## config.mk

```make
export PLATFORM = sky130hd
export DESIGN_NAME = isc_irq_status
export DESIGN_NICKNAME = d
export VERILOG_FILES = /design/src/rtl/isc_pkg.sv /design/src/rtl/isc_edge_cell.sv /design/src/rtl/isc_level_cell.sv /design/src/rtl/isc_ctrl_regs.sv /design/src/rtl/isc_irq_status.sv
export SDC_FILE = /design/constraint.sdc
export NUM_CORES = 1
export LEC_CHECK = 0
export BUFFER_PORTS_ARGS = -buffer_cell sky130_fd_sc_hd__buf_2
export CORE_ASPECT_RATIO = 1.4
export CORE_UTILIZATION = 47
export CTS_CLUSTER_DIAMETER = 40
export CTS_CLUSTER_SIZE = 28
export DETAILED_ROUTE_END_ITERATION = 10
export HOLD_SLACK_MARGIN = 0.05
export PLACE_DENSITY = 0.93
export SYNTH_ARGS = -nofsm -noshare
export SYNTH_HDL_FRONTEND = slang
export SYNTH_SLANG_ARGS = --single-unit
```

## constraint.sdc

```tcl
create_clock -name clk -period 2.7 [get_ports clk]
set_input_delay 0.135 -clock clk [delete_from_list [all_inputs] [get_ports clk]]
set_output_delay 0.135 -clock clk [all_outputs]
set_load 0.05 [all_outputs]
```

## src/rtl/isc_pkg.sv

```systemverilog
package isc_pkg;

  localparam int unsigned ISC_ADDR_ENABLE = 0;
  localparam int unsigned ISC_ADDR_CLEAR  = 1;

  typedef enum logic [1:0] {
    BIT_KIND_EVENT = 2'd0,
    BIT_KIND_LEVEL = 2'd1,
    BIT_KIND_ERROR = 2'd2
  } bit_kind_e;

  // Classify a status position from the group sizes.
  function automatic bit_kind_e isc_kind(input int unsigned idx,
                                         input int unsigned n_evt,
                                         input int unsigned n_lvl);
    if (idx < n_evt)              return BIT_KIND_EVENT;
    else if (idx < n_evt + n_lvl) return BIT_KIND_LEVEL;
    else                          return BIT_KIND_ERROR;
  endfunction

  // Interrupt reduction, kept as a function so the rule has one home.
  function automatic logic isc_irq_any(input logic [63:0] st,
                                       input logic [63:0] en);
    return |(st & en);
  endfunction

endpackage

```

## src/rtl/isc_edge_cell.sv

```systemverilog
module isc_edge_cell (
  input  logic clk,
  input  logic rst_n,
  input  logic set_i,
  input  logic clr_i,
  output logic st_o
);

  logic st_q;
  logic st_d;

  always_comb begin
    if (set_i)      st_d = 1'b1;
    else if (clr_i) st_d = 1'b0;
    else            st_d = st_q;
  end

  always_ff @(posedge clk) begin
    if (!rst_n) st_q <= 1'b0;
    else        st_q <= st_d;
  end

  assign st_o = st_q;

  AST_EDGE_CAPTURE: assert property (@(posedge clk) disable iff (!rst_n)
    set_i |=> st_o);
  AST_EDGE_STAYS_CLEAR: assert property (@(posedge clk) disable iff (!rst_n)
    (clr_i && !set_i) |=> !st_o);
  AST_EDGE_SET_WINS: assert property (@(posedge clk) disable iff (!rst_n)
    (clr_i && set_i) |=> st_o);

endmodule

```

## src/rtl/isc_level_cell.sv

```systemverilog
module isc_level_cell (
  input  logic clk,
  input  logic rst_n,
  input  logic cond_i,
  input  logic clr_i,
  output logic st_o
);

  logic st_q;
  logic st_d;

  // A clear wins for one edge. A persisting condition sets the bit again on the following edge.
  always_comb begin
    if (clr_i) st_d = 1'b0;
    else       st_d = st_q | cond_i;
  end

  always_ff @(posedge clk) begin
    if (!rst_n) st_q <= 1'b0;
    else        st_q <= st_d;
  end

  assign st_o = st_q;

  AST_LEVEL_LATCH: assert property (@(posedge clk) disable iff (!rst_n)
    (cond_i && !clr_i) |=> st_o);
  AST_LEVEL_ACK: assert property (@(posedge clk) disable iff (!rst_n)
    clr_i |=> !st_o);

endmodule

```

## src/rtl/isc_ctrl_regs.sv

```systemverilog
module isc_ctrl_regs #(
  parameter int unsigned W = 13
) (
  input  logic         clk,
  input  logic         rst_n,
  input  logic         wr_en_i,
  input  logic         wr_addr_i,
  input  logic [W-1:0] wr_data_i,
  output logic [W-1:0] clr_vec_o,
  output logic [W-1:0] enable_o
);
  import isc_pkg::*;

  logic         en_we;
  logic         clr_we;
  logic [W-1:0] enable_q;

  assign en_we     = wr_en_i && (wr_addr_i == 1'(ISC_ADDR_ENABLE));
  assign clr_we    = wr_en_i && (wr_addr_i == 1'(ISC_ADDR_CLEAR));
  assign clr_vec_o = clr_we ? wr_data_i : '0;

  always_ff @(posedge clk) begin
    if (!rst_n)     enable_q <= '0;
    else if (en_we) enable_q <= wr_data_i;
  end

  assign enable_o = enable_q;

  AST_EN_HOLD: assert property (@(posedge clk) disable iff (!rst_n)
    !(wr_en_i && !wr_addr_i) |=> $stable(enable_o));
  AST_EN_LOAD: assert property (@(posedge clk) disable iff (!rst_n)
    (wr_en_i && !wr_addr_i) |=> (enable_o == $past(wr_data_i)));

endmodule

```

## src/rtl/isc_irq_status.sv

```systemverilog
module isc_irq_status #(
  parameter int unsigned NUM_EVT = 4,
  parameter int unsigned NUM_LVL = 2,
  parameter int unsigned NUM_ERR = 7
) (
  input  logic                                 clk,
  input  logic                                 rst_n,
  input  logic [NUM_EVT-1:0]                   evt_pulse_i,
  input  logic [NUM_ERR-1:0]                   err_evt_i,
  input  logic [NUM_LVL-1:0]                   lvl_cond_i,
  input  logic                                 wr_en_i,
  input  logic                                 wr_addr_i,
  input  logic [NUM_EVT+NUM_LVL+NUM_ERR-1:0]   wr_data_i,
  output logic [NUM_EVT+NUM_LVL+NUM_ERR-1:0]   status_o,
  output logic [NUM_EVT+NUM_LVL+NUM_ERR-1:0]   enable_o,
  output logic                                 irq_o
);
  import isc_pkg::*;

  localparam int unsigned W      = NUM_EVT + NUM_LVL + NUM_ERR;
  localparam int unsigned LVL_LO = NUM_EVT;
  localparam int unsigned ERR_LO = NUM_EVT + NUM_LVL;

  logic [W-1:0] clr_vec;
  logic [W-1:0] st_vec;
  logic [W-1:0] en_vec;
  logic [63:0]  st_wide;
  logic [63:0]  en_wide;

  isc_ctrl_regs #(.W(W)) u_regs (
    .clk       (clk),
    .rst_n     (rst_n),
    .wr_en_i   (wr_en_i),
    .wr_addr_i (wr_addr_i),
    .wr_data_i (wr_data_i),
    .clr_vec_o (clr_vec),
    .enable_o  (en_vec)
  );

  for (genvar i = 0; i < W; i++) begin : g_bit
    if (isc_kind(i, NUM_EVT, NUM_LVL) == BIT_KIND_EVENT) begin : g_evt
      isc_edge_cell u_cell (
        .clk   (clk),
        .rst_n (rst_n),
        .set_i (evt_pulse_i[i]),
        .clr_i (clr_vec[i]),
        .st_o  (st_vec[i])
      );
    end else if (isc_kind(i, NUM_EVT, NUM_LVL) == BIT_KIND_LEVEL) begin : g_lvl
      isc_level_cell u_cell (
        .clk    (clk),
        .rst_n  (rst_n),
        .cond_i (lvl_cond_i[i-LVL_LO]),
        .clr_i  (clr_vec[i]),
        .st_o   (st_vec[i])
      );
    end else begin : g_err
      isc_edge_cell u_cell (
        .clk   (clk),
        .rst_n (rst_n),
        .set_i (err_evt_i[i-ERR_LO]),
        .clr_i (clr_vec[i]),
        .st_o  (st_vec[i])
      );
      AST_ERR_CAPTURE: assert property (@(posedge clk) disable iff (!rst_n)
        err_evt_i[i-ERR_LO] |=> status_o[i]);
    end
  end

  assign st_wide  = 64'(st_vec);
  assign en_wide  = 64'(en_vec);
  assign status_o = st_vec;
  assign enable_o = en_vec;
  assign irq_o    = isc_irq_any(st_wide, en_wide);

  AST_IRQ_MASKED: assert property (@(posedge clk) disable iff (!rst_n)
    (enable_o == '0) |-> !irq_o);
  AST_CAPTURE_UNMASKED: assert property (@(posedge clk) disable iff (!rst_n)
    (evt_pulse_i[0] && enable_o[0] == 1'b0) |=> status_o[0]);
  AST_EN_WRITE_KEEPS_STATUS: assert property (@(posedge clk) disable iff (!rst_n)
    (wr_en_i && !wr_addr_i && evt_pulse_i == '0 && err_evt_i == '0 &&
     lvl_cond_i == '0) |=> (status_o == $past(status_o)));

endmodule

```

# Word-level counts from Yosys, hierarchy flattened
# Cells that the tools add are included.
[word_totals]
reg_bits = 26
latchBits = 0
ramBits = 0
mem_bits_ro = 0
in_bits = 30
output_inout_bits = 27
memories = 0
[classes]
addsub = 0
multipliers = 0
n_div = 0
magnitude_cmp = 0
n_eq_ne = 0
shift = 0
mux = 23
n_bitwise = 5
reduce_logical = 16
[ops]
columns = ["operator", "count"]
rows = [
  ["OR reduction 64 bit", 1],
  ["two-way mux 1 bit", 22],
  ["nonzero test 2 bit", 11],
  ["AND 13 bit", 1],
  ["two-way mux 13 bit", 1],
  ["OR reduction 2 bit", 2],
  ["logical AND 1 bit", 2],
  ["inverter 1 bit", 2],
  ["OR 1 bit", 2],
]

# Longest topological paths before layout
# Gate-level depths: netlist of the first run.
[depth]
depth_word = 4
ltp_mapped = 4
depth_no_buf = 3

# Hierarchy
# Synthesis of the first run repeated with hierarchy kept, for this count alone.
[hier_totals]
cells_unflattened = 120
hier_area_um2 = 1228.7
[modules_own_cells]
columns = ["mod", "instances", "cells_per_inst", "area_each_um2", "seq_area_each_um2"]
rows = [
  ["isc_ctrl_regs", 1, 73, 640.6, 260.2],
  ["isc_edge_cell", 11, 3, 41.3, 20.0],
  ["isc_level_cell", 2, 3, 36.3, 20.0],
  ["isc_irq_status", 1, 8, 61.3, 0.0],
]

# Least setup slack after synthesis of the first run
# Ideal clock, no wire load.
[synth_timing]
path_kind = "flip-flop to output port"
from = "reg u_regs.enable_q[8] (netlist: u_regs.enable_o[8])"
to = "out irq_o"
t_arrival_ps = 1450
slack_ps = 1115
stages_incl_launch_ff = 4
n_path_buf = 0
path_cell_list = "dfxtp_1 > a222oi_1 > and3_1 > nand4_1"
[synth_between]
elab_chain_len = 2
[synth_rtl]
columns = ["element", "line", "text"]
rows = [
  ["from (decl)", "isc_ctrl_regs.sv:16", "logic [W-1:0] enable_q;"],
  ["from (signal assigned)", "isc_ctrl_regs.sv:24", "else if (en_we) enable_q <= wr_data_i;"],
  ["AND 13 bit", "isc_pkg.sv:24", "return |(st & en);"],
  ["OR reduction 64 bit", "isc_pkg.sv:24", ""],
  ["to (decl)", "isc_irq_status.sv:16", "output logic irq_o"],
]
# Every way passes these cells.

# Final worst setup path of the first run
[layout_timing]
from = "reg g_bit[8].g_err.u_cell.st_q"
to = "out irq_o"
[layout_between]
elab_chain_len = 2
[layout_rtl]
columns = ["element", "line", "text"]
rows = [
  ["from (decl)", "isc_edge_cell.sv:9", "logic st_q;"],
  ["from (signal assigned)", "isc_edge_cell.sv:20", "else st_q <= st_d;"],
  ["AND 13 bit", "isc_pkg.sv:24", ""],
  ["OR reduction 64 bit", "isc_pkg.sv:24", ""],
]
# Every way passes these cells.

==> key figures, run 1 <==
Die
  • Die H: between 50 and 60 um
  • I/O pin count: between 50 and 60
  • Die area: around 2600 um2
  • Core Box Area: 2200 um2
  • Cell Rows: 20
  • Die span in x: 43.0 um
  • Initial Util: between 50% and 60%

Pwr
  • Peak supply drop: ~310 uV
  • PD cells: roughly 540 nW/um2
  • Leakage: ~0.69 nW
  • Power, Total: ~0.80 mW

Route
  • Pre-antenna DRT Iters: 6
  • Total Wirelength: roughly 2700 um
  • WL/cell: about 13 um
  • Detailed-route DRC error count: 0
  • Iter 0 DRT Violations: 17
  • Via count: 1062
  • Vias per cell: between 5 and 6
  • Final ANT Viol Nets: 0

Clocking
  • Setup Buffers After CTS: 0
  • H-tree levels: 1
  • Clock buffer depth: 2
  • CTS tree: built
  • Worst-Skew Late Latency: around 310 ps
  • Clk sink count: 26
  • TritonCTS Buffers: 3
  • Clock transition at path regs: about 130 ps
  • Root Buffer: clkbuf_4

GRT
  • All-layer global routing usage: 21.8%
  • Largest net degree at the start of global routing: 27
  • Grt total ovfl: 0
  • Vias in the first global route: between 900 and 1000
  • Initial antenna violation count: 0
  • First-pass GRT wire length: ~4200 um

Layout
  • Layout cells sized above 1: between 30 and 40%
  • Fin area: around 1500 um2
  • Multi-input gate area: roughly 460 um2
  • Ant. Diodes: 0
  • Fill count: 176
  • Area delta synth->final: 34.7%
  • Nets@finish: roughly 210
  • Sequential Area: approximately 520 um2

Timing
  • Setup violators final: 0
  • FMAX: between 600 and 700 MHz
  • Slew headroom: between 60% and 70%
  • Max Slew Vio Count: 0
  • Crit path time final: 1620 ps
  • Hold violation count in the final report: 0
  • RSZ-0062 raised after global routing: no
  • Fin worst setup slack: roughly 1100 ps
  • Setup TNS: 0 ps
  • Fin Clk Skew: 0 ps
  • Worst-Margin Slew: 487 ps
  • Fin crit share: approximately three fifths

Place
  • IO Port Bufs: between 50 and 60
  • Placement Setup Slack: around 1400 ps
  • Area after DPL: 1290 um2
  • DP HPWL: 1780 um
  • GP Congestion: about 0.75

Setup path
  • Crit-path max FO: 3
  • Crit path kind: reg -> out
  • Worst EP required: 2570 ps
  • Crit-path slowest cell: dfxtp_1
  • Crit-path cells: a222oi_1, and3_1, nand4_1, buf_2
  • Crit path DAT: approximately 1500 ps
  • Largest stage delay, worst path: about 340 ps
  • CP Launch Type: flip-flop
  • Crit. End Element: primary output

Yosys
  • Mean Syn Cell Area: 9.23 um2
  • Cell count after synthesis: 120
  • YS warnings: 0
  • Largest cells by area after synthesis: dfxtp_1, a21boi_1, buf_4
  • Library cells used by synthesis: 17
  • Area leader, netlist: dfxtp_1
  • Post-Synthesis Cell Area: between 1000 and 1500 um2
  • Seq cells post-synth: 26
  • Mapped Nets: 150
  • Post-synth top area share: roughly 47%
  • Post-synthesis sequential area ratio: 47.0%

Status
  • Status: finished, final reports clean

Flow run
  • Max cap viols: 0

Hold path
  • Hold Crit Class: in -> reg
-- cells in the mapped netlist, drive strengths merged --
cell,count
and2,1
and2b,1
nand2b,1
clkbuf,1
nand4,1
a222oi,1
nand2,26
o21a,11
o21ai,2
a21boi,24
and3,1
a22oi,5
a21oi,2
buf,17
dfxtp,26
-- report_power, final --
| part | internal (mW) | total, mW | switching, mW |
|---|---|---|---|
| clock network | 0.0523 | 0.160 | 0.108 |
| registers | 0.407 | 0.423 | 0.0161 |
| logic | 0.0751 | 0.215 | 0.140 |
-- metal layers --
| layer | up-vias | GRT usage, % | wire (um) |
|---|---|---|---|
| met2 | 48 | 40.5 | 1390 |
| met3 | 8 | 1.83 | 138 |
| met4 | 0 | 11.7 | 69 |
| li1 | 524 | - | - |
| met1 | 482 | 24.0 | 1110 |
| met5 | - | 0 | 0 |
-- placed cells by master (no fill, tap or decap), types with 2 or more instances in the layout --
cell type      synthesis  final
dfxtp_1               26     26
o21a_1                11     11
a21boi_0               6      6
dlygate4sd3_1          0     18
a21oi_1                2      2
clkbuf_4               0      3
a21boi_1              18     18
o21ai_0                2      2
nand2_1               26     26
buf_2                  2     56
a22oi_1                5      5
-- critical path: cells and delay by family (launching register included) --
family | cells | cell delay, ps
flip-flops | 1 | 340
AO/OA/AOI/OAI | 1 | 300
AND/OR/NAND/NOR | 2 | 300
buffers and inverters | 1 | 220
-- flip-flops by register name, indices dropped and copies added (netlist names) --
name	flops
g_bit.g_evt.u_cell.st_o	4
g_bit.g_err.u_cell.st_o	7
u_regs.enable_o	13
g_bit.g_lvl.u_cell.st_o	2
-- kinds of logic after synthesis --
logic type	count (synthesis)	synth area share [%]
buffers and inverters	18	11.4
AO/OA/AOI/OAI	45	29.8
flip-flops	26	47.0
AND/OR/NAND/NOR	31	11.8
-- final cells by class --
class / count / share of cell area [%]
Tap cell: 22 / 1.85
Clock buffer: 3 / 1.51
Multi-Input combinational cell: 76 / 30.9
Sequential cell: 26 / 34.9
Timing Repair Buffer: 74 / 30.9
-- final timing paths --
| check | startpoint | end | slack, ps | depth (start not counted) |
|---|---|---|---|---|
| worst max-delay path | g_bit[8].g_err.u_cell.st_o | irq_o | 1080 | 4 |
| worst min-delay path | wr_data_i[9] | u_regs.enable_o[9] | 60 | 3 |
| worst max register to register | g_bit[11].g_err.u_cell.st_o | g_bit[11].g_err.u_cell.st_o | 1920 | 2 |
| worst min register to register | u_regs.enable_o[9] | u_regs.enable_o[9] | 480 | 2 |
-- through the flow --
stage	utilization, %	hold WS [ps]	std cells
floorplan	-	225	120
global placement	58.5	324	180
detailed placement	58.5	331	180
CTS	65.9	50.6	197
global route	67.7	54.8	201
finish	67.7	55.4	201
-- timing repair --
action / in CTS / in global routing
hold buffers: 14 / 4
endpoints found under the hold margin: 14 / 4
resized for setup: 0 / 0
(Power assumes the default switching activity.)
==> run 2: changes to the inputs <==
--- a/config.mk
+++ b/config.mk
@@ -5,14 +5,15 @@
 export SDC_FILE = /design/constraint.sdc
 export NUM_CORES = 1
 export LEC_CHECK = 0
+export ABC_AREA = 1
 export BUFFER_PORTS_ARGS = -buffer_cell sky130_fd_sc_hd__buf_2
 export CORE_ASPECT_RATIO = 1.4
-export CORE_UTILIZATION = 47
+export CORE_UTILIZATION = 44
 export CTS_CLUSTER_DIAMETER = 40
 export CTS_CLUSTER_SIZE = 28
 export DETAILED_ROUTE_END_ITERATION = 10
 export HOLD_SLACK_MARGIN = 0.05
-export PLACE_DENSITY = 0.93
+export PLACE_DENSITY = 0.88
 export SYNTH_ARGS = -nofsm -noshare
 export SYNTH_HDL_FRONTEND = slang
 export SYNTH_SLANG_ARGS = --single-unit
==> constraint.sdc (replaced) <==
create_clock -name clk -period 1.6 [get_ports clk]
set_input_delay 0.08 -clock clk [delete_from_list [all_inputs] [get_ports clk]]
set_output_delay 0.08 -clock clk [all_outputs]
set_load 0.05 [all_outputs]
==> key figures, run 2 <==
Timing
  • FMAX: roughly 730 MHz
  • Hold violation count in the final report: 0
  • Fin Clk Skew: 0 ps
  • Setup TNS: 0 ps
  • Crit path time final: 1360 ps
  • Fin crit share: 85.1%
  • Setup violators final: 0
  • RSZ-0062 raised after global routing: no
  • Worst-Margin Slew: between 300 and 400 ps
  • Slew headroom: approximately 75%
  • Max Slew Vio Count: 0

Yosys
  • Library cells used by synthesis: 16
  • Async SR Flop Fraction: 0%
  • Cell with the most instances after synthesis: nor2_1
  • Mean Syn Cell Area: between 7 and 8 um2
  • Post-synth top cells: nor2_1, dfxtp_1, nand2_1
  • Post-synth EDFFs: 0
  • Cell count after synthesis: 153
  • Post-synth top area share: around 46%
  • Post-synthesis sequential area ratio: between 40% and 50%
  • Largest cells by area after synthesis: dfxtp_1, nor2_1, buf_4
  • Main flop type after synthesis: dfxtp_1
  • Area leader, netlist: dfxtp_1
  • Mapped Nets: around 180
  • Post-Synthesis Cell Area: between 1000 and 1500 um2
  • YS warnings: 0
  • Seq cells post-synth: 26

Clocking
  • Root Buffer: clkbuf_4
  • Worst-Skew Late Latency: 310 ps
  • TritonCTS Buffers: 3
  • Clock buffer depth: 2
  • Post-CTS sizing: 0
  • Clock transition at path regs: 140 ps
  • CTS tree: built
  • Setup Buffers After CTS: 0
  • H-tree levels: 1
  • Clk sink count: 26
  • Hold_buf cts: 24

Pwr
  • Leakage: slightly above 0.8 nW
  • Peak supply drop: roughly 680 uV
  • Clock power frac: between 20% and 30%
  • PD cells: about 990 nW/um2
  • Power, Total: between 1.5 and 2 mW
  • Seq pwr share: roughly 46%
  • Switching Power: roughly 0.5 mW
  • Internal power: 1.08 mW
  • Comb power frac: between 20% and 30%
  • Sw Share: between 30% and 40%

Flow run
  • Max cap viols: 0

Route
  • Detailed-route DRC error count: 0
  • Vias per cell: between 4 and 5
  • WL/cell: approximately 11 um
  • Iter 0 DRT Violations: 32
  • Final ANT Viol Nets: 0
  • Via count: around 1200
  • Total Wirelength: 2880 um
  • Pre-antenna DRT Iters: 4

GRT
  • Largest net degree at the start of global routing: 17
  • All-layer global routing usage: a little under a quarter
  • Initial antenna violation count: 0
  • First-pass GRT wire length: 4860 um
  • Grt total ovfl: 0
  • Vias in the first global route: about 1100

Layout
  • Nets@finish: 250
  • Largest register FFs: 13
  • Commonest non-fill, non-tap cell in the layout: buf_2
  • Area delta synth->final: 42.5%
  • Ant. Diodes: 0
  • Final Core Density: between 60% and 70%
  • Layout cells sized above 1: 31.1%
  • Most frequent cells in the layout: buf_2, nor2_1, dfxtp_1
  • Fin area: 1620 um2

Die
  • Die H: 62.1 um
  • Die area: roughly 2800 um2
  • Cell Rows: 21
  • Die span in x: between 40 and 50 um
  • Core Box Area: approximately 2400 um2
  • Initial Util: 47.0%
  • I/O pin count: 57

Setup path
  • Crit. End Element: primary output
  • Crit-path max FO: 3
  • Worst EP required: between 1500 and 2000 ps
  • Crit path kind: reg -> out
  • CP Launch Type: flip-flop
  • Crit path DAT: 1280 ps

Status
  • Status: finished, final reports clean

Place
  • GP Congestion: ~0.73
  • Area after DPL: 1330 um2
  • DP HPWL: about 1900 um
  • IO Port Bufs: 56

Hold path
  • Hold Crit Class: in -> reg
run 2: final timing paths:
check / from / end / slack [ps] / cells after the start
worst max register to register: g_bit[1].g_evt.u_cell.st_o / g_bit[1].g_evt.u_cell.st_o / 880 / 2
worst min register to register: g_bit[9].g_err.u_cell.st_o / g_bit[9].g_err.u_cell.st_o / 530 / 2
worst min-delay path: lvl_cond_i[0] / g_bit[4].g_lvl.u_cell.st_o / 70 / 3
worst max-delay path: u_regs.enable_o[9] / irq_o / 240 / 7
run 2: final cells by class:
class                           instances  area, um2
Sequential cell                        26        520
Tap cell                               34       42.5
Clock buffer                            3       22.5
Multi-Input combinational cell        101        449
Inverter                                7       26.3
Clock inverter                          1       30.0
Timing Repair Buffer                   81        528
Fill cell                             224        798
run 2: per-layer routing:
metal / GRT usage, % / part of all wire, % / up-vias
met4: 7.95 / 1.5 / 0
met2: 38.2 / 52 / 54
met3: 2.03 / 5.0 / 6
met1: 29.6 / 42 / 538
met5: 0 / 0 / -
li1: - / - / 614
run 2: critical path, cell delays in order (launching register included):
cell and delay, ps:
dfxtp_1 360, nand2_1 70, nand2_1 40, inv_1 50, nand2_1 50, nor2_1 120
nand2_1 70, buf_2 210
run 2: cell families (layout without fill, tap and decap cells):
logic type,after synthesis,after routing,synth area share (%)
simple gates,73,73,27.0
flops,26,26,45.8
buf+inv,26,92,14.6
compound gates,28,28,12.6
run 2: power groups by stage:
stage	clock, mW	combinational, mW	sequential [mW]
5_1_grt	0.477	0.459	0.733
4_1_cts	0.447	0.425	0.726
2_1_floorplan	0	0.234	0.809
3_5_place_dp	0	0.379	0.740
3_3_place_gp	0	0.376	0.740
6_report	0.440	0.427	0.727
run 2: stage by stage:
| step | hold WS (ps) | cells | setup WS (ps) |
|---|---|---|---|
| after floorplan | 180 | 153 | 279 |
| after detailed placement | 288 | 225 | 516 |
| after global placement | 282 | 225 | 550 |
| after CTS | 68.2 | 253 | 230 |
| after global routing | 66.4 | 253 | 81.7 |
| final | 71.6 | 253 | 238 |
==> run 3: changes to the inputs <==
--- a/config.mk
+++ b/config.mk
@@ -8,8 +8,8 @@
 export ABC_AREA = 1
 export BUFFER_PORTS_ARGS = -buffer_cell sky130_fd_sc_hd__buf_2
 export CORE_ASPECT_RATIO = 1.4
+export CORE_MARGIN = 2
 export CORE_UTILIZATION = 44
-export CTS_CLUSTER_DIAMETER = 40
 export CTS_CLUSTER_SIZE = 28
 export DETAILED_ROUTE_END_ITERATION = 10
 export HOLD_SLACK_MARGIN = 0.05
==> key figures, run 3 (synthesis gave the netlist of run 2 again) <==
Setup path
  • Crit-path cells: nand2_1, nand2_1, inv_1, nand2_1, nor2_1, nand2_1, buf_2
  • CP Launch Type: flip-flop
  • Largest stage delay, worst path: between 300 and 400 ps
  • Crit-path max FO: 3
  • Crit path kind: reg -> out
  • Crit. End Element: primary output
  • Crit path DAT: roughly 1300 ps
  • Worst path most repeated cell: nand2_1
  • Crit-path slowest cell: dfxtp_1
  • Worst EP required: 1520 ps

Timing
  • Fin crit share: approximately 83%
  • Fin Clk Skew: 0 ps
  • Slew headroom: 73.2%
  • Worst-Margin Slew: slightly above 400 ps
  • Fin worst setup slack: approximately 270 ps
  • Max Slew Vio Count: 0
  • Fin Hold WS: about 66 ps
  • Setup violators final: 0
  • RSZ-0062 raised after global routing: no
  • Crit path time final: about 1300 ps
  • Hold violation count in the final report: 0
  • Setup TNS: 0 ps
  • FMAX: between 700 and 800 MHz

Layout
  • Fin area: 1590 um2
  • Ant. Diodes: 0
  • Area delta synth->final: 39.9%
  • Nets@finish: 250
  • Commonest non-fill, non-tap cell in the layout: buf_2
  • Final Core Density: 65.7%
  • Fill count: 240
  • Largest register FFs: 13
  • Most frequent cells in the layout: buf_2, nor2_1, dfxtp_1
  • Final Non-Filler Cells: 252
  • Layout cells sized above 1: 30.7%

Die
  • Die span in x: around 47 um
  • Initial Util: a little under half
  • Cell Rows: 21
  • Die H: approximately 64 um
  • I/O pin count: 57
  • Die area: approximately 3000 um2
  • Core Box Area: ~2400 um2

Hold path
  • Hold Crit Class: in -> reg

Clocking
  • H-tree levels: 1
  • TritonCTS Buffers: 3
  • Root Buffer: clkbuf_4
  • Post-CTS sizing: 0
  • Clock transition at path regs: ~120 ps
  • Clock buffer depth: 2
  • Worst-Skew Late Latency: around 300 ps
  • Clk sink count: 26
  • CTS tree: built

Route
  • Final ANT Viol Nets: 0
  • Detailed-route DRC error count: 0
  • WL/cell: around 11 um
  • Vias per cell: 4.71
  • Iter 0 DRT Violations: 29
  • Via count: 1186
  • Pre-antenna DRT Iters: 4
  • Total Wirelength: ~2800 um

GRT
  • All-layer global routing usage: approximately a fifth
  • First-pass GRT wire length: approximately 4600 um
  • Largest net degree at the start of global routing: 17
  • Vias in the first global route: between 1000 and 1500
  • Grt total ovfl: 0
  • Initial antenna violation count: 0

Place
  • Area after DPL: 1330 um2
  • DP HPWL: between 1500 and 2000 um
  • Placement Setup Slack: 497 ps
  • IO Port Bufs: 56
  • DP Cell Count: around 230
  • GP Congestion: between 0.7 and 0.8

Pwr
  • Power, Total: between 1 and 1.5 mW
  • Peak supply drop: 662 uV
  • Leakage: 0.800 nW
  • PD cells: between 800 and 900 nW/um2

Status
  • Status: finished, final reports clean

Flow run
  • Max cap viols: 0
## run 3: area by class of cell
class / count / area [um2] / share of cell area, %
timing repair buffer: 81 / 528 / 33.2
inverter: 7 / 26.3 / 1.65
multi-input combinational: 101 / 449 / 28.3
sequential: 26 / 520 / 32.8
clock buffer: 3 / 22.5 / 1.42
tap: 34 / 42.5 / 2.68
## run 3: path summary, 6_finish.rpt
check                             start                         end  slack (ps)  depth (start not counted)
max reg2reg          u_regs.enable_o[3]          u_regs.enable_o[3]         930                          2
min reg2reg  g_bit[0].g_evt.u_cell.st_o  g_bit[0].g_evt.u_cell.st_o         520                          2
max                  u_regs.enable_o[9]                       irq_o         270                          7
min                       lvl_cond_i[0]  g_bit[4].g_lvl.u_cell.st_o          70                          3
## run 3: power by group
| part | internal [mW] | leakage [nW] | switching (mW) |
|---|---|---|---|
| clock network | 0.0878 | 0.0138 | 0.169 |
| registers | 0.693 | 0.216 | 0.0323 |
| logic | 0.137 | 0.570 | 0.288 |
## run 3: critical path: cells and delay by family, from the launching register on
kind	cells	cell delay [ps]
flops	1	380
buf+inv	2	290
simple gates	5	280
## run 3: layer usage
layer / up-vias / GRT usage, % / wire (um)
met5: - / 0 / 0
met4: 0 / 7.29 / 23
met3: 2 / 1.69 / 134
li1: 611 / - / -
met2: 34 / 34.1 / 1490
met1: 539 / 26.3 / 1160
## run 3: timing repair
action / 4_1_cts / 5_1_grt
setup endpoints to repair: 0 / 0
endpoints found under the hold margin: 26 / 0
setup buffers: 0 / 0
hold buffers: 24 / 0
